`src/rtl/evt_pkg.sv`:
```
package evt_pkg;
  typedef enum logic {
    WR_MASK = 1'b0,
    WR_ACK  = 1'b1
  } wr_sel_e;

  typedef enum logic [1:0] {
    RD_STAT = 2'd0,
    RD_MASK = 2'd1,
    RD_MACH = 2'd2,
    RD_NONE = 2'd3
  } rd_sel_e;
endpackage

```
`src/rtl/evt_status_reg.sv`:
```
module evt_status_reg #(
  parameter int               EVT_W     = 16,
  parameter logic [EVT_W-1:0] IMPL_MASK = '1,
  parameter int               RSV_BIT   = 0
) (
  input  logic             clk_i,
  input  logic             rst_ni,
  input  logic [EVT_W-1:0] evt_set_i,
  input  logic             rsv_lost_i,
  input  logic             ack_en_i,
  input  logic [EVT_W-1:0] ack_bits_i,
  input  logic             waiting_i,
  output logic [EVT_W-1:0] stat_o,
  output logic             wake_o
);
  logic [EVT_W-1:0] rsv_v, set_v, stat_q, ack_v;
  logic             wake_q;

  generate
    for (genvar i = 0; i < EVT_W; i++) begin : g_rsv
      if (i == RSV_BIT) begin : g_hit
        assign rsv_v[i] = rsv_lost_i;
      end else begin : g_miss
        assign rsv_v[i] = 1'b0;
      end
    end
  endgenerate

  assign set_v = (evt_set_i | rsv_v) & IMPL_MASK;
  assign ack_v = ack_en_i ? ack_bits_i : '0;

  // set wins over a same-cycle acknowledge
  always_ff @(posedge clk_i or negedge rst_ni) begin
    if (!rst_ni) begin
      stat_q <= '0;
      wake_q <= 1'b0;
    end else begin
      stat_q <= (stat_q & ~ack_v) | set_v;
      wake_q <= waiting_i && |(set_v & ~stat_q);
    end
  end

  assign stat_o = stat_q;
  assign wake_o = wake_q;

  assert_set_sticky_R2: assert property (@(posedge clk_i) disable iff (!rst_ni)
    (|set_v) |=> ((stat_q & $past(set_v)) == $past(set_v)));
  assert_ack_clears_R3: assert property (@(posedge clk_i) disable iff (!rst_ni)
    ack_en_i |=> ((stat_q & $past(ack_bits_i & ~set_v)) == '0));
  assert_stat_impl_R2: assert property (@(posedge clk_i) disable iff (!rst_ni)
    (stat_q & ~IMPL_MASK) == '0);
  assert_wake_needs_wait_R9: assert property (@(posedge clk_i) disable iff (!rst_ni)
    wake_q |-> $past(waiting_i));
endmodule

```
`src/rtl/evt_cfg_ctrl.sv`:
```
module evt_cfg_ctrl
  import evt_pkg::*;
#(
  parameter int               EVT_W     = 16,
  parameter logic [EVT_W-1:0] IMPL_MASK = '1
) (
  input  logic             clk_i,
  input  logic             rst_ni,
  input  logic             ch_wr_i,
  input  logic             ch_wr_sel_i,
  input  logic [EVT_W-1:0] ch_wr_data_i,
  input  logic             intr_en_wr_i,
  input  logic             intr_en_val_i,
  output logic [EVT_W-1:0] mask_o,
  output logic             ien_o,
  output logic             ack_en_o,
  output logic [EVT_W-1:0] ack_bits_o,
  output logic             err_o
);
  wr_sel_e          sel;
  logic             stray, bad, mask_wr;
  logic [EVT_W-1:0] mask_q;
  logic             ien_q, err_q;

  assign sel     = wr_sel_e'(ch_wr_sel_i);
  assign stray   = |(ch_wr_data_i & ~IMPL_MASK);
  assign bad     = stray || (sel == WR_MASK && ien_q && |ch_wr_data_i);
  assign mask_wr = ch_wr_i && sel == WR_MASK && !bad;

  assign ack_en_o   = ch_wr_i && sel == WR_ACK && !bad;
  assign ack_bits_o = ch_wr_data_i;

  always_ff @(posedge clk_i or negedge rst_ni) begin
    if (!rst_ni) begin
      mask_q <= '0;
      ien_q  <= 1'b0;
      err_q  <= 1'b0;
    end else begin
      if (mask_wr)      mask_q <= ch_wr_data_i;
      if (intr_en_wr_i) ien_q  <= intr_en_val_i;
      err_q <= ch_wr_i && bad;
    end
  end

  assign mask_o = mask_q;
  assign ien_o  = ien_q;
  assign err_o  = err_q;

  assert_err_from_write_R11: assert property (@(posedge clk_i) disable iff (!rst_ni)
    err_q |-> $past(ch_wr_i));
  assert_err_keeps_mask_R11: assert property (@(posedge clk_i) disable iff (!rst_ni)
    err_q |-> $stable(mask_q));
  assert_mask_impl_R4: assert property (@(posedge clk_i) disable iff (!rst_ni)
    (mask_q & ~IMPL_MASK) == '0);
  assert_ien_mask_R5: assert property (@(posedge clk_i) disable iff (!rst_ni)
    (ien_q && $past(ien_q) && !$stable(mask_q)) |-> (mask_q == '0));
endmodule

```
`src/rtl/evt_rd_ctrl.sv`:
```
module evt_rd_ctrl
  import evt_pkg::*;
#(
  parameter int EVT_W = 16
) (
  input  logic             clk_i,
  input  logic             rst_ni,
  input  logic             ch_rd_i,
  input  logic [1:0]       ch_rd_sel_i,
  input  logic [EVT_W-1:0] stat_i,
  input  logic [EVT_W-1:0] mask_i,
  input  logic             ien_i,
  output logic             valid_o,
  output logic [EVT_W-1:0] data_o,
  output logic             waiting_o
);
  rd_sel_e          sel;
  logic [EVT_W-1:0] pend;
  logic             valid_q, waiting_q;
  logic [EVT_W-1:0] data_q;

  assign sel  = rd_sel_e'(ch_rd_sel_i);
  assign pend = stat_i & mask_i;

  always_ff @(posedge clk_i or negedge rst_ni) begin
    if (!rst_ni) begin
      valid_q   <= 1'b0;
      waiting_q <= 1'b0;
      data_q    <= '0;
    end else begin
      valid_q <= 1'b0;
      if (waiting_q) begin
        if (|pend) begin
          valid_q   <= 1'b1;
          data_q    <= pend;
          waiting_q <= 1'b0;
        end
      end else if (ch_rd_i) begin
        unique case (sel)
          RD_STAT: begin
            if (|pend) begin
              valid_q <= 1'b1;
              data_q  <= pend;
            end else begin
              waiting_q <= 1'b1;
            end
          end
          RD_MASK: begin
            valid_q <= 1'b1;
            data_q  <= mask_i;
          end
          RD_MACH: begin
            valid_q <= 1'b1;
            data_q  <= {{(EVT_W-1){1'b0}}, ien_i};
          end
          default: begin
            valid_q <= 1'b1;
            data_q  <= '0;
          end
        endcase
      end
    end
  end

  assign valid_o   = valid_q;
  assign data_o    = data_q;
  assign waiting_o = waiting_q;

  assert_no_valid_while_wait_R8: assert property (@(posedge clk_i) disable iff (!rst_ni)
    waiting_q |-> !valid_q);
  assert_wake_done_nonzero_R8: assert property (@(posedge clk_i) disable iff (!rst_ni)
    (valid_q && $past(waiting_q)) |-> (|data_q));
  assert_wait_clears_R8: assert property (@(posedge clk_i) disable iff (!rst_ni)
    $fell(waiting_q) |-> valid_q);
  assert_valid_single_R7: assert property (@(posedge clk_i) disable iff (!rst_ni)
    (valid_q && !ch_rd_i) |=> !valid_q);
endmodule

```
`src/rtl/evt_chan_unit.sv`:
```
module evt_chan_unit #(
  parameter int               EVT_W     = 16,
  parameter logic [EVT_W-1:0] IMPL_MASK = 16'h0F7F,
  parameter int               RSV_BIT   = 10
) (
  input  logic             clk_i,
  input  logic             rst_ni,
  input  logic [EVT_W-1:0] evt_set_i,
  input  logic             rsv_lost_i,
  input  logic             intr_en_wr_i,
  input  logic             intr_en_val_i,
  input  logic             ch_wr_i,
  input  logic             ch_wr_sel_i,
  input  logic [EVT_W-1:0] ch_wr_data_i,
  input  logic             ch_rd_i,
  input  logic [1:0]       ch_rd_sel_i,
  output logic             ch_rd_valid_o,
  output logic [EVT_W-1:0] ch_rd_data_o,
  output logic             ch_cnt_o,
  output logic             wait_o,
  output logic             wake_o,
  output logic             err_o
);
  logic [EVT_W-1:0] stat, mask, ack_bits;
  logic             ien, ack_en, waiting;

  evt_cfg_ctrl #(.EVT_W(EVT_W), .IMPL_MASK(IMPL_MASK)) cfg_i (
    .clk_i, .rst_ni, .ch_wr_i, .ch_wr_sel_i, .ch_wr_data_i,
    .intr_en_wr_i, .intr_en_val_i,
    .mask_o(mask), .ien_o(ien), .ack_en_o(ack_en), .ack_bits_o(ack_bits), .err_o
  );

  evt_status_reg #(.EVT_W(EVT_W), .IMPL_MASK(IMPL_MASK), .RSV_BIT(RSV_BIT)) stat_i (
    .clk_i, .rst_ni, .evt_set_i, .rsv_lost_i,
    .ack_en_i(ack_en), .ack_bits_i(ack_bits), .waiting_i(waiting),
    .stat_o(stat), .wake_o
  );

  evt_rd_ctrl #(.EVT_W(EVT_W)) rd_i (
    .clk_i, .rst_ni, .ch_rd_i, .ch_rd_sel_i,
    .stat_i(stat), .mask_i(mask), .ien_i(ien),
    .valid_o(ch_rd_valid_o), .data_o(ch_rd_data_o), .waiting_o(waiting)
  );

  assign ch_cnt_o = |(stat & mask);
  assign wait_o   = waiting;

  assert_cnt_idle_R6: assert property (@(posedge clk_i) disable iff (!rst_ni)
    (wait_o && !ch_cnt_o) |=> !ch_rd_valid_o);
endmodule

```
`config.mk`:
```
export PLATFORM = sky130hd
export DESIGN_NAME = evt_chan_unit
export DESIGN_NICKNAME = d
export VERILOG_FILES = /design/src/rtl/evt_pkg.sv /design/src/rtl/evt_status_reg.sv /design/src/rtl/evt_cfg_ctrl.sv /design/src/rtl/evt_rd_ctrl.sv /design/src/rtl/evt_chan_unit.sv
export SDC_FILE = /design/constraint.sdc
export NUM_CORES = 1
export LEC_CHECK = 0
export BUFFER_PORTS_ARGS = -buffer_cell sky130_fd_sc_hd__buf_4
export CAP_MARGIN = 20
export CORE_AREA = 4 4 96 98
export CTS_BUF_LIST = sky130_fd_sc_hd__clkbuf_8
export CTS_CLUSTER_SIZE = 20
export DETAILED_ROUTE_END_ITERATION = 6
export DIE_AREA = 0 0 100 102
export PLACE_DENSITY_LB_ADDON = 0.2
export SLEW_MARGIN = 10
export SYNTH_ARGS = -nofsm -noshare
export SYNTH_HDL_FRONTEND = slang
export SYNTH_SLANG_ARGS = --single-unit
```
`constraint.sdc`:
```
create_clock -name clk_i -period 3.04 [get_ports clk_i]
set_clock_uncertainty 0.15 [all_clocks]
set_input_delay 0.456 -clock clk_i [delete_from_list [all_inputs] [get_ports clk_i]]
set_output_delay 0.456 -clock clk_i [all_outputs]
set_load 0.02 [all_outputs]
```
==> metrics.txt <==
# TYPE chip_impl_metric gauge
chip_impl_info{name="outcome",value="completed"} 1
chip_impl_metric{name="place.detailed.hpwl",unit="mm"} 4.71
chip_impl_metric{name="tritoncts.num_buffers",unit=""} 5
chip_impl_metric{name="critPathArrivalTime",unit="ns"} 1.97
chip_impl_info{name="synth_top_cells_by_count",value="53 x sky130_fd_sc_hd__dfrtp_1, 47 x sky130_fd_sc_hd__nand2_1, 14 x sky130_fd_sc_hd__a21oi_1, 13 x sky130_fd_sc_hd__a2bb2oi_1, 12 x sky130_fd_sc_hd__inv_1"} 1
chip_impl_metric{name="fp.coreArea",unit="um2"} 8470
chip_impl_metric{name="buffer_ports.inserted",unit=""} 57
chip_impl_metric{name="first_global_vias",unit=""} 2054
chip_impl_metric{name="setup-tns-final",unit="ns"} 0
chip_impl_metric{name="die_width",unit="um"} 100
chip_impl_metric{name="synth-adder-area-share",unit=""} 0
chip_impl_metric{name="period_needed",unit="ns"} 2.57
chip_impl_info{name="unrepaired_setup_endpoints_after_global_routing",value="no"} 1
chip_impl_info{name="cts_root_buf",value="sky130_fd_sc_hd__clkbuf_8"} 1
chip_impl_metric{name="dp_cells",unit=""} 393
chip_impl_metric{name="synth-edff-count",unit=""} 0
chip_impl_metric{name="clock_sink_count",unit=""} 53
chip_impl_metric{name="maximum_number_of_pins_on_one_net_before_global_route_repair",unit=""} 54
chip_impl_metric{name="netlist_instances",unit=""} 243
chip_impl_metric{name="clock_latency",unit="ns"} 0.31
chip_impl_metric{name="timing.final.setup_violations",unit=""} 0
chip_impl_metric{name="holdWs",unit="ns"} 0.0317
chip_impl_metric{name="clkSlewWorstSetupHoldPaths",unit="ns"} 0.10
chip_impl_metric{name="finished_core_util",unit=""} 0.358
chip_impl_metric{name="yosys_warnings",unit=""} 0
chip_impl_metric{name="grt_remaining_overflow",unit=""} 0
chip_impl_metric{name="total_leakage_power",unit="uW"} 0.00135
chip_impl_metric{name="synthSimpleGateAreaFrac",unit=""} 0.147
chip_impl_info{name="tritoncts",value="yes"} 1
chip_impl_metric{name="worst_r2r_path_depth",unit=""} 5
chip_impl_metric{name="synth_fp_nets",unit=""} 285
chip_impl_metric{name="post_synthesis_sequential_element_count",unit=""} 53
chip_impl_metric{name="initial_core_util",unit=""} 0.289
chip_impl_metric{name="synth.lib_cells_used.distinct",unit=""} 42
chip_impl_metric{name="synth-seq-area-share",unit=""} 0.541
chip_impl_metric{name="worst_reg_to_reg_setup_slack",unit="ns"} 1.15
chip_impl_metric{name="report.final.slew_viol_count",unit=""} 0
chip_impl_metric{name="post-cts-setup-buffer-count",unit=""} 0
chip_impl_metric{name="post_cts_resized",unit=""} 0
chip_impl_metric{name="synthesized_area_fraction_occupied_by_ao_oa_aoi_and_oai_cells",unit=""} 0.252
chip_impl_metric{name="row_count",unit=""} 34
chip_impl_info{name="main_combinational_cell_family_by_area_after_synthesis",value="compound AO/OA/AOI/OAI gates"} 1
chip_impl_metric{name="cap_violations",unit=""} 0
chip_impl_metric{name="postSynthAreaPerCell",unit="um2"} 10.1
chip_impl_metric{name="worst-endpoint-required",unit="ns"} 2.43
chip_impl_info{name="worst_setup_path_startpoint",value="stat_i.stat_o[5]$_DFF_PN0_"} 1
chip_impl_metric{name="path_max_fanout",unit=""} 17
chip_impl_info{name="slowest_stage",value="sky130_fd_sc_hd__dfrtp_1"} 1
chip_impl_info{name="cell_breakdown_of_the_critical_path",value="a22oi_1, nand2_1, nor4_2, inv_2, buf_4"} 1
chip_impl_info{name="synthMostInstantiatedCell",value="sky130_fd_sc_hd__dfrtp_1"} 1
chip_impl_metric{name="die_height",unit="um"} 102
chip_impl_metric{name="post_route_cells_drive_above_1_share",unit=""} 0.253
chip_impl_metric{name="drt_pass1_iterations",unit=""} 4
chip_impl_info{name="timing.rr.start",value="stat_i.stat_o[5]$_DFF_PN0_"} 1
chip_impl_metric{name="muxShareOfSynthArea",unit=""} 0.00460
chip_impl_metric{name="post_synth_xor_area_fraction",unit=""} 0
chip_impl_metric{name="asyncSetResetFlopFracSynth",unit=""} 1.00
chip_impl_metric{name="layout.cells.non_filler",unit=""} 401
chip_impl_metric{name="vdd_ir_drop_max",unit="uV"} 151
chip_impl_metric{name="gpl.final_weighted_congestion",unit=""} 0.786
chip_impl_metric{name="number_of_levels_the_h_tree_was_split_into",unit=""} 2
chip_impl_metric{name="syn_area",unit="um2"} 2450
chip_impl_info{name="worst_min_delay_path_class",value="input pin to async pin"} 1
chip_impl_metric{name="cts_hold_repair.buffers",unit=""} 0
chip_impl_metric{name="grt_util_all_layers",unit=""} 0.133
chip_impl_metric{name="viasPerCell",unit=""} 4.97
chip_impl_info{name="critPathLaunchType",value="flop"} 1
chip_impl_metric{name="power_density",unit="nW/um2"} 503
chip_impl_info{name="synth_top_cell_by_area",value="sky130_fd_sc_hd__dfrtp_1"} 1
chip_impl_info{name="worstSetupPathType",value="flop to primary output"} 1
chip_impl_metric{name="final.period_utilization",unit=""} 0.846
chip_impl_metric{name="vias",unit=""} 1992
chip_impl_metric{name="final_critical_path_setup_slack",unit="ns"} 0.468
chip_impl_info{name="endpoint_kind",value="primary output"} 1
chip_impl_metric{name="total_wirelength",unit="mm"} 6.48
chip_impl_info{name="yosys-top-cells-area",value="sky130_fd_sc_hd__dfrtp_1 54%, sky130_fd_sc_hd__nand2_1 7.2%, sky130_fd_sc_hd__a2bb2oi_1 4.6%"} 1
chip_impl_info{name="regToRegEndpoint",value="rd_i.data_o[13]$_DFFE_PN0P_"} 1
chip_impl_info{name="synth_ff_type",value="sky130_fd_sc_hd__dfrtp_1"} 1
chip_impl_metric{name="drt-wirelength-per-cell",unit="um"} 16.1
chip_impl_metric{name="placement.setup.worst_slack",unit="ns"} 0.804
chip_impl_metric{name="initial_antenna_violation_count",unit=""} 0
chip_impl_metric{name="nets",unit=""} 334
chip_impl_metric{name="cts.path.max_buffers",unit=""} 2
chip_impl_metric{name="achievable-frequency",unit="MHz"} 389
chip_impl_metric{name="ant_nets",unit=""} 0
chip_impl_metric{name="pin_count",unit=""} 63
chip_impl_metric{name="detail_route.drc_violations",unit=""} 0
chip_impl_metric{name="synth_top_area_frac",unit=""} 0.541
chip_impl_metric{name="antenna_cells_inserted",unit=""} 0
chip_impl_metric{name="worst_slew_pin_slew",unit="ns"} 0.817
chip_impl_metric{name="first_pass_grt_wire_length",unit="mm"} 10.6
chip_impl_metric{name="critPathMaxStageDelay",unit="ns"} 0.44
chip_impl_metric{name="detailedRoute.firstIterationViolations",unit=""} 129
chip_impl_metric{name="syn2layout_area_growth",unit="%"} 23.8
chip_impl_metric{name="die_area",unit="um2"} 10200
chip_impl_metric{name="timing_hold_violations_final",unit=""} 0
chip_impl_metric{name="max-slew-margin-rel",unit=""} 0.455
-- cell type report --
| type | instances | area, um2 |
|---|---|---|
| clock inverters | 3 | 18.8 |
| fillers | 838 | 5430 |
| repair buffers | 59 | 443 |
| flip-flops and latches | 53 | 1330 |
| inverters | 13 | 48.8 |
| clock buffers | 5 | 68.8 |
| well taps | 108 | 135 |
| multi-input cells | 160 | 992 |
-- state kept, by name, indices dropped and copies added, names as in the netlist --
name	flops
cfg_i.err_o	1
cfg_i.mask_o	16
rd_i.waiting_o	1
rd_i.valid_o	1
rd_i.data_o	16
stat_i.wake_o	1
cfg_i.ien_o	1
stat_i.stat_o	16
-- where the power goes --
group / leakage (uW) / internal (uW) / switching, uW
Sequential: 0.000670 / 745 / 41.0
Combinational: 0.000640 / 144 / 197
Clock: 0.0000416 / 160 / 238
-- cell usage in the layout (no fill, tap or decap), types with 2 or more instances in the layout --
cell type and count:
sky130_fd_sc_hd__nand2_1 47, sky130_fd_sc_hd__a21oi_1 14, sky130_fd_sc_hd__dfrtp_1 53, sky130_fd_sc_hd__o22ai_1 3, sky130_fd_sc_hd__and2_1 5, sky130_fd_sc_hd__o221ai_1 3, sky130_fd_sc_hd__a2bb2oi_1 13, sky130_fd_sc_hd__a21o_1 11
sky130_fd_sc_hd__o21ai_0 4, sky130_fd_sc_hd__buf_4 59, sky130_fd_sc_hd__nor2b_1 2, sky130_fd_sc_hd__a22oi_1 8, sky130_fd_sc_hd__nor3_1 2, sky130_fd_sc_hd__o211ai_1 2, sky130_fd_sc_hd__clkinvlp_4 2, sky130_fd_sc_hd__o21ai_1 9
sky130_fd_sc_hd__clkbuf_8 5, sky130_fd_sc_hd__nor4_1 2, sky130_fd_sc_hd__a31oi_1 2, sky130_fd_sc_hd__nor2_1 3, sky130_fd_sc_hd__inv_1 13, sky130_fd_sc_hd__a22o_1 11
-- worst max-delay path: cells and delay by family, from the launching register on --
kind	cells	cell delay, ns
AND/OR/NAND/NOR	2	0.49
flip-flops	1	0.44
AO/OA/AOI/OAI	1	0.27
buffers and inverters	2	0.46
-- per-stage QoR --
stage	total power (uW)	instance area (um2)
floorplan	995	2450
global placement	1150	2950
detailed placement	1150	2950
CTS	1540	3030
global route	1610	3030
finish	1520	3030
-- worst max-delay path by stage --
stage | to | slack [ns] | cells past startpoint
after floorplan | ch_cnt_o | 1.20 | 5
after global placement | ch_cnt_o | 0.83 | 5
after detailed placement | ch_cnt_o | 0.80 | 5
after CTS | ch_cnt_o | 0.45 | 5
after global routing | ch_cnt_o | 0.30 | 5
final | ch_cnt_o | 0.47 | 5
-- logic make-up after synthesis --
group                  after synthesis
AO/OA/AOI/OAI                       86
AND/OR/NAND/NOR                     73
flip-flops                          53
buffers and inverters               30
multiplexers                         1
-- per-layer routing --
layer	vias up	GRT usage	part of all wire
li1	966	-	-
met1	968	0.184	0.48
met2	52	0.207	0.45
met3	6	0.0362	0.058
met4	0	0.0373	0.012
met5	-	0	0
Note: power is estimated with default switching activity, not from simulation.
